## src/rtl/simd_pkg.sv

```systemverilog
// Package: shared widths and the lane-width code for the partitioned adder.
// Assumes byte-granular slices; lane width in bytes is 2**code.
package simd_pkg;
    localparam int SLICE_W = 8;
    localparam int MODE_W  = 2;

    typedef enum logic [MODE_W-1:0] {
        LANE_8  = 2'd0,
        LANE_16 = 2'd1,
        LANE_32 = 2'd2,
        LANE_64 = 2'd3
    } lane_mode_e;
endpackage

```

## src/rtl/simd_lane_decode.sv

```systemverilog
// Module: simd_lane_decode
// Turns the lane-width code into two per-slice masks. The first marks slices
// that begin a lane and the second marks slices that end one.
// Assumes NSLICE is a multiple of the widest lane (8 slices).
module simd_lane_decode #(
    parameter int NSLICE = 32
) (
    input  logic [simd_pkg::MODE_W-1:0] mode,
    output logic [NSLICE-1:0]           lane_start,
    output logic [NSLICE-1:0]           lane_top
);
    localparam int IDX_W = $clog2(NSLICE);

    logic [IDX_W-1:0] span_mask;

    // Slices per lane minus one: the index bits that vary inside a lane
    always_comb begin
        span_mask = IDX_W'((1 << mode) - 1);
    end

    for (genvar i = 0; i < NSLICE; i++) begin : g_mark
        localparam logic [IDX_W-1:0] IDX = IDX_W'(i);
        // A slice starts a lane when its in-lane index bits are zero
        always_comb begin
            lane_start[i] = ((IDX & span_mask) == '0);
            lane_top[i]   = ((IDX & span_mask) == span_mask);
        end
    end
endmodule

```

## src/rtl/simd_byte_slice.sv

```systemverilog
// Module: simd_byte_slice
// One slice of the wide adder: a plain ripple add of two slice operands
// and a carry-in. Operand inversion for subtract is done by the caller.
module simd_byte_slice #(
    parameter int W = 8
) (
    input  logic [W-1:0] a,
    input  logic [W-1:0] b,
    input  logic         cin,
    output logic [W-1:0] s,
    output logic         cout
);
    // Slice sum with carry-out in the extra top bit
    always_comb begin
        {cout, s} = {1'b0, a} + {1'b0, b} + {{W{1'b0}}, cin};
    end
endmodule

```

## src/rtl/simd_carry_chain.sv

```systemverilog
// Module: simd_carry_chain
// Chains NSLICE byte slices into one wide adder. At each lane start the
// incoming carry is replaced by the op's injection bit (1 for subtract).
// Assumes lane_start[0] is always set by the decoder.
module simd_carry_chain #(
    parameter int DATA_W = 256,
    parameter int SW     = 8,
    localparam int NSLICE = DATA_W / SW
) (
    input  logic [DATA_W-1:0] a,
    input  logic [DATA_W-1:0] b,
    input  logic              sub,
    input  logic [NSLICE-1:0] lane_start,
    input  logic [NSLICE-1:0] lane_top,
    output logic [DATA_W-1:0] sum,
    output logic [NSLICE-1:0] flags
);
    logic [DATA_W-1:0] b_eff;
    logic [NSLICE-1:0] cin;
    logic [NSLICE-1:0] cout;

    // Invert B for subtract; the +1 arrives as each lane's carry-in
    always_comb begin
        b_eff = b ^ {DATA_W{sub}};
    end

    for (genvar i = 0; i < NSLICE; i++) begin : g_slice
        if (i == 0) begin : g_first
            // Lowest slice always opens a lane
            always_comb cin[i] = sub;
        end else begin : g_rest
            // Cut the chain at lane starts, otherwise ripple
            always_comb cin[i] = lane_start[i] ? sub : cout[i-1];
        end

        simd_byte_slice #(.W(SW)) u_slice (
            .a    (a[i*SW +: SW]),
            .b    (b_eff[i*SW +: SW]),
            .cin  (cin[i]),
            .s    (sum[i*SW +: SW]),
            .cout (cout[i])
        );
    end

    // Report carry-out only at lane tops
    always_comb begin
        flags = cout & lane_top;
    end
endmodule

```

## src/rtl/simd_out_stage.sv

```systemverilog
// Module: simd_out_stage
// Optional result register. With REG_OUT = 1 it loads on in_vld and holds
// otherwise. With REG_OUT = 0 it passes the inputs through.
module simd_out_stage #(
    parameter int  DATA_W  = 256,
    parameter int  FLAG_W  = 32,
    parameter bit  REG_OUT = 1'b1
) (
    input  logic              clk,
    input  logic              rst_n,
    input  logic              in_vld,
    input  logic [DATA_W-1:0] in_sum,
    input  logic [FLAG_W-1:0] in_flags,
    output logic              out_vld,
    output logic [DATA_W-1:0] out_sum,
    output logic [FLAG_W-1:0] out_flags
);
    if (REG_OUT) begin : g_reg
        // Valid strobe: one cycle after each accepted request
        always_ff @(posedge clk) begin
            if (!rst_n) out_vld <= 1'b0;
            else        out_vld <= in_vld;
        end

        // Result registers: load on request, hold otherwise
        always_ff @(posedge clk) begin
            if (!rst_n) begin
                out_sum   <= '0;
                out_flags <= '0;
            end else if (in_vld) begin
                out_sum   <= in_sum;
                out_flags <= in_flags;
            end
        end
    end else begin : g_comb
        // Pass-through variant
        always_comb begin
            out_vld   = in_vld;
            out_sum   = in_sum;
            out_flags = in_flags;
        end
    end
endmodule

```

## src/rtl/simd_part_adder.sv

```systemverilog
// Module: simd_part_adder (top)
// A 256-bit add/subtract whose carry path is cut at 8/16/32/64-bit lane
// edges chosen by lane_mode. Results wrap, and per-lane carry-outs land
// at each lane's top byte. Assumes DATA_W is a multiple of 64.
module simd_part_adder #(
    parameter int DATA_W  = 256,
    parameter bit REG_OUT = 1'b1,
    localparam int NSLICE = DATA_W / simd_pkg::SLICE_W
) (
    input  logic                        clk,
    input  logic                        rst_n,
    input  logic                        req_valid,
    input  logic [simd_pkg::MODE_W-1:0] lane_mode,
    input  logic                        do_sub,
    input  logic [DATA_W-1:0]           opnd_a,
    input  logic [DATA_W-1:0]           opnd_b,
    output logic                        res_valid,
    output logic [DATA_W-1:0]           sum_out,
    output logic [NSLICE-1:0]           lane_cout
);
    logic [NSLICE-1:0] start_m;
    logic [NSLICE-1:0] top_m;
    logic [DATA_W-1:0] sum_c;
    logic [NSLICE-1:0] flag_c;

    simd_lane_decode #(.NSLICE(NSLICE)) u_dec (
        .mode       (lane_mode),
        .lane_start (start_m),
        .lane_top   (top_m)
    );

    simd_carry_chain #(.DATA_W(DATA_W), .SW(simd_pkg::SLICE_W)) u_chain (
        .a          (opnd_a),
        .b          (opnd_b),
        .sub        (do_sub),
        .lane_start (start_m),
        .lane_top   (top_m),
        .sum        (sum_c),
        .flags      (flag_c)
    );

    simd_out_stage #(.DATA_W(DATA_W), .FLAG_W(NSLICE), .REG_OUT(REG_OUT)) u_out (
        .clk       (clk),
        .rst_n     (rst_n),
        .in_vld    (req_valid),
        .in_sum    (sum_c),
        .in_flags  (flag_c),
        .out_vld   (res_valid),
        .out_sum   (sum_out),
        .out_flags (lane_cout)
    );
endmodule

```

## config.mk

```make
export PLATFORM = sky130hd
export DESIGN_NAME = simd_part_adder
export DESIGN_NICKNAME = d
export VERILOG_FILES = /design/src/rtl/simd_pkg.sv /design/src/rtl/simd_lane_decode.sv /design/src/rtl/simd_byte_slice.sv /design/src/rtl/simd_carry_chain.sv /design/src/rtl/simd_out_stage.sv /design/src/rtl/simd_part_adder.sv
export SDC_FILE = /design/constraint.sdc
export NUM_CORES = 1
export LEC_CHECK = 0
export BUFFER_PORTS_ARGS = -buffer_cell sky130_fd_sc_hd__clkbuf_2
export CAP_MARGIN = 10
export CORE_AREA = 3 3 317 319
export DETAILED_ROUTE_END_ITERATION = 10
export DIE_AREA = 0 0 320 322
export RECOVER_POWER = 50
export SLEW_MARGIN = 20
export SYNTH_ARGS = -nofsm -noshare
export SYNTH_HDL_FRONTEND = slang
export SYNTH_SLANG_ARGS = --single-unit
```

## constraint.sdc

```tcl
create_clock -name clk -period 59.2 [get_ports clk]
set_clock_uncertainty 0.2 [all_clocks]
set_input_delay 5.92 -clock clk [delete_from_list [all_inputs] [get_ports clk]]
set_output_delay 5.92 -clock clk [all_outputs]
set_load 0.05 [all_outputs]
```

# == After elaboration in Yosys (flattened, before gate mapping) ==
# Cells that the tools add are included.
# op_classes
add_sub_neg,65
shifts,1
muxes,31
n_bitwise,7
n_reduce_logical,56
# ops
cell,n
8-bit by 8-bit adder with 9-bit output,32
9-bit by 1-bit adder with 9-bit output,32
256-bit XOR,1
5-bit logical NOT,31
32-bit AND,1
1-bit two-way mux,31
3-bit logical NOT,10
2-bit logical NOT,10
4-bit logical NOT,5
1-bit inverter,5
1-bit by 2-bit left shift with 5-bit output (first input constant),1
5-bit by 2-bit subtractor with 5-bit output (second input constant),1
# totals
ff_bits,289
inputBits,518
out_inout_bits,289
wordCells,163

# == Depth between registers and ports, before layout ==
# depth
word_depth,66
ltp_mapped,172
depth_no_buf,169

# == By module ==
# From an unflattened synthesis, not the netlist that was laid out.
# unflattened
cells_unflattened,2664
hier_area_um2,25248.0
# modules_own_cells
module,n_inst,cells_per_inst,area_each_um2,seq_area_each_um2
simd_out_stage,1,930,10933.0,5785.5
simd_byte_slice (u_chain.g_slice[11].u_slice ...),23,42,331.6,0.0
simd_carry_chain,1,351,3314.4,0.0
simd_byte_slice (u_chain.g_slice[5].u_slice ...),5,38,312.8,0.0
simd_byte_slice (u_chain.g_slice[0].u_slice ...),4,40,331.6,0.0
simd_lane_decode,1,67,484.2,0.0

# == Worst setup path after synthesis ==
# No wires, ideal clock.
# synth_timing
kind,input to register
start,input do_sub
end,register u_out.out_sum[254]
setup_time_ns,0.122
arrival_ns,43.726
required_ns,58.878
slack_ns,15.152
path_stages,172
path_buffers,3
path_cell_list,buf_6 -> buf_2 -> buf_2 -> xnor2_1 -> fa_1 -> fa_1 -> nor2b_1 -> o21ai_0 -> a21oi_1 -> o21ai_0 -> a21o_1 -> fa_1 -> fa_1 -> nor2b_1 -> o21a_1 -> o21ai_0 -> a31oi_1 -> o21ai_0 -> [... 136 more ...] -> o21ai_0 -> a21oi_1 -> o221a_2 -> o31ai_1 -> fa_1 -> fa_1 -> nor2b_1 -> o21ai_0 -> a21oi_1 -> o21ai_0 -> a211oi_1 -> fa_1 -> fa_1 -> a21o_1 -> a21oi_1 -> o21ai_0 -> nor4_1 -> a311o_1
# synth_between
elab_chain_cells,65
word_cells_on_any_way,96
cone_classes,64 x add/sub; 31 x mux; 1 x bitwise
# synth_rtl
item,line,text
"start, declared",simd_part_adder.sv:14,"input logic do_sub,"
256-bit XOR,simd_carry_chain.sv:24,b_eff = b ^ {DATA_W{sub}};
8-bit by 8-bit adder with 9-bit output,simd_byte_slice.sv:15,"{cout, s} = {1'b0, a} + {1'b0, b} + {{W{1'b0}}, cin};"
9-bit by 1-bit adder with 9-bit output,simd_byte_slice.sv:15,
1-bit two-way mux,simd_carry_chain.sv:33,always_comb cin[i] = lane_start[i] ? sub : cout[i-1];
9-bit by 1-bit adder with 9-bit output,simd_byte_slice.sv:15,
1-bit two-way mux,simd_carry_chain.sv:33,
9-bit by 1-bit adder with 9-bit output,simd_byte_slice.sv:15,
1-bit two-way mux,simd_carry_chain.sv:33,
[... 49 more ...],n/a,
1-bit two-way mux,simd_carry_chain.sv:33,
9-bit by 1-bit adder with 9-bit output,simd_byte_slice.sv:15,
1-bit two-way mux,simd_carry_chain.sv:33,
9-bit by 1-bit adder with 9-bit output,simd_byte_slice.sv:15,
1-bit two-way mux,simd_carry_chain.sv:33,
9-bit by 1-bit adder with 9-bit output,simd_byte_slice.sv:15,
1-bit two-way mux,simd_carry_chain.sv:33,
9-bit by 1-bit adder with 9-bit output *,simd_byte_slice.sv:15,
"end signal, assigned",simd_out_stage.sv:31,out_sum <= in_sum;
"end, declared",simd_out_stage.sv:15,"output logic [DATA_W-1:0] out_sum,"
# Mark *: on every way between the ends. The rest lies on a longest branch, timed or not.
# A chain may end at the register's enable or synchronous reset.

# == Worst setup path after layout ==
# Ends and elaborated chain as after synthesis.

==> results.toml <==
[global_route]
grt_pass1_vias = 24200
grt_overflow = 0
antenna_found_initial = 28
grt_util_met3_pct = 5.56
gr-usage-all-layers_pct = 20.1
grt.busiest_layer = "met2"
grt_pass1_wl_mm = 156
use_met2_pct = 34.9
grt_use_met1_pct = 23.3
grt_max_degree = 109

[power]
combinationalPowerShare_pct = 42.5
power.total_w = 0.000828
p_leak_nw = 12.8
powerDensity_nw_per_um2 = 27.9
switching_share_pct = 43.0
p_sw_w = 0.000356
internal-power_w = 0.000472
ir_drop_mv = 0.0159
p_clk_share_pct = 29.3
p_seq_share_pct = 28.1

[synthesis]
synth_top_area_share_pct = 24.6
yosysMostFrequentCell = "dfxtp_1"
synth_nets = 3675
synth.area.top_cells = "dfxtp_1 (25%), ha_1 (12%), xor2_1 (8.4%)"
postSynthCellCount = 2869
yosys.area_share.simple_pct = 19.0
syn_area_per_cell_sq_um = 8.19
synth_warnings = 0
synth_top_family_by_area = "compound AO/OA/AOI/OAI gates"
synth-compound-area-share_pct = 23.7
postSynthRegisterBits = 289
synthArstFlopShare_pct = 0
synth_adder_area_share_pct = 17.4
ys_types = 58
ys.flop_type = "dfxtp_1"
synth_xor_xnor_area_share_pct = 9.70
synth_edf_count = 0
ys_seq_area_share_pct = 24.6
mappedNetlistArea_sq_um = 23500
synth_common_cells = "dfxtp_1 (289), nor2_1 (237), ha_1 (225), xor2_1 (225), inv_1 (163)"
synthMuxAreaShare_pct = 0.218
synth_top_area_cell = "dfxtp_1"

[worst_hold_path]
hold_class = "reg -> reg"
holdPathEnd = "u_out.out_sum[3]"
min-delay-start = "u_out.out_sum[3]"
hold_depth = 2

[placed_design]
place_ws_ns = 10.15
detailed_place_hpwl_mm = 85.1
port_buffers = 806
placed_cell_area_sq_um = 28800
gp_congestion = 0.943

[cts]
cts_hold_buffers = 0
cts_resized = 0
cts_buffer_depth = 3
cts_buffers = 40
clockRootBuffer = "clkbuf_16"
cts.htree.levels = 2
cts_setup_buffers = 0
insertion_delay_ns = 0.58
cts_tree = "yes"
path_clk_slew_ns = 0.06
clock-sinks = 289

[drt]
wl_mm = 109
first_pass_iters = 5
drc = 0
avgRoutedWirePerCell_um = 22.1
drt_iter0_drc = 1843
vias_per_cell = 5.03
vias = 24700
final_antenna_net_count = 0

[worst_setup_path]
critPathKind = "in -> reg"
cp_max_fo = 52
crit_family = "adder cells"
r2r_start = "u_out.out_sum[254]"
worst_ep_arrival_time_ns = 49.05
startpoint = "do_sub"
timing.rr.end = "u_out.out_sum[254]"
cp-start-kind = "input pin"
r2r_cells = 3
slowest_stage = "fa_1"
path_common_cell = "fa_1"
regToRegSetupSlack_ns = 57.92
cp_num_buf_inv = 2
cpPeakStageDelay_ns = 0.53
cp.required_ns = 59.47
worstSetupEndpointType = "register"

[run_status]
violations = "max-capacitance violations, max-slew violations"
outcome = "finished, violations left"

[die]
die_x_um = 320
ios = 807
num_rows = 115
dieArea_sq_um = 103000
core_sq_um = 98100
fp.dieH_um = 322
initial_core_util_pct = 23.9

[final_layout]
final_area_sq_um = 29700
final_util_pct = 30.3
n_fill_cell = 10800
final_nets = 4394
area_growth_pct = 26.5
drive_gt1_share_pct = 17.6

[sta]
hold_violations = 0
finalSetupViolCount = 0
maxSlewHeadroom_pct = -134
setup_tns_ns = 0
period_share_pct = 82.4
timing.final.max_slew_violations = 60
fin_crit_ns = 48.78
worst_pin_slew_ns = 3.52
fin_ws_ns = 10.42
max_freq_ghz = 0.0205
rsz0062_at_grt = "false"

[flow_run]
maxCapViolCount = 1
layout by cell type, fill, tap and decap left out, drive strengths merged, types with 21 or more instances in the layout:
| cell | synthesis | final |
|---|---|---|
| a211oi | 80 | 80 |
| a21o | 28 | 28 |
| a21oi | 158 | 158 |
| a31oi | 43 | 43 |
| and3 | 43 | 43 |
| buf | 67 | 31 |
| clkbuf | 91 | 864 |
| dfxtp | 289 | 289 |
| fa | 63 | 63 |
| ha | 225 | 225 |
| inv | 165 | 167 |
| nand2 | 148 | 148 |
| nand3 | 124 | 124 |
| nand4 | 25 | 25 |
| nand4b | 30 | 30 |
| nor2 | 238 | 238 |
| nor2b | 102 | 102 |
| nor3 | 91 | 91 |
| o2111ai | 51 | 51 |
| o211ai | 72 | 72 |
| o21a | 89 | 89 |
| o21ai | 136 | 136 |
| o311ai | 21 | 21 |
| o31ai | 28 | 28 |
| or3 | 25 | 25 |
| xnor2 | 35 | 35 |
| xor2 | 225 | 225 |
cells by family after synthesis:
| logic type | count (synthesis) |
|---|---|
| simple gates | 888 |
| compound gates | 816 |
| buf+inv | 323 |
| flops | 289 |
| fa+ha+maj | 288 |
| xor+xnor | 260 |
| mux | 5 |
through the flow:
stage | hold slack, ns | instances
floorplan | 0.473 | 2869
global placement | 0.238 | 4833
detailed placement | 0.248 | 4833
CTS | 0.263 | 4901
global route | 0.285 | 4909
finish | 0.257 | 4916
registers in the layout (all words and copies together), names as in the netlist:
name and count:
u_out.out_sum 256, u_out.out_flags 32, u_out.out_vld 1
routing by layer:
| layer | part of all wire [%] | routed length, um |
|---|---|---|
| met5 | 0.12 | 133 |
| met3 | 8.2 | 8890 |
| met1 | 40 | 42900 |
| met2 | 48 | 51900 |
| met4 | 4.3 | 4720 |
tightest hold or removal path, delay by kind of cell, from the launching register on:
family	cells	cell delay, ns
AOI/OAI and AO/OA	1	0.05
DFF	1	0.33
and+or+nand+nor	1	0.04
how the worst max path moves through the flow:
| stage | endpoint | slack [ns] | cells past startpoint |
|---|---|---|---|
| after global placement | u_out.out_sum[254] | 11.17 | 170 |
| after floorplan | u_out.out_sum[254] | 15.15 | 172 |
| after detailed placement | u_out.out_sum[254] | 10.15 | 170 |
| final | u_out.out_sum[254] | 10.42 | 170 |
| after CTS | u_out.out_sum[254] | 10.64 | 170 |
| after global routing | u_out.out_sum[254] | 6.89 | 170 |
power by group through the flow:
stage / clock, W / sequential, W / combinational [W]
2_1_floorplan: 0 / 0.000314 / 0.000168
3_3_place_gp: 0 / 0.000237 / 0.000355
3_5_place_dp: 0 / 0.000237 / 0.000357
4_1_cts: 0.000250 / 0.000233 / 0.000359
5_1_grt: 0.000258 / 0.000235 / 0.000383
6_report: 0.000243 / 0.000233 / 0.000352
cell type report:
class	instances	area, sq um	share of cell area (%)
diodes	15	37.5	0.126
clock buffers	60	1190	4.00
clock inverters	8	77.6	0.261
inverters	165	632	2.13
multi-input cells	2257	16500	55.4
flip-flops and latches	289	5790	19.5
well taps	1287	1610	5.42
repair buffers	835	3930	13.2
No activity file was read; power rests on OpenSTA's default activity.
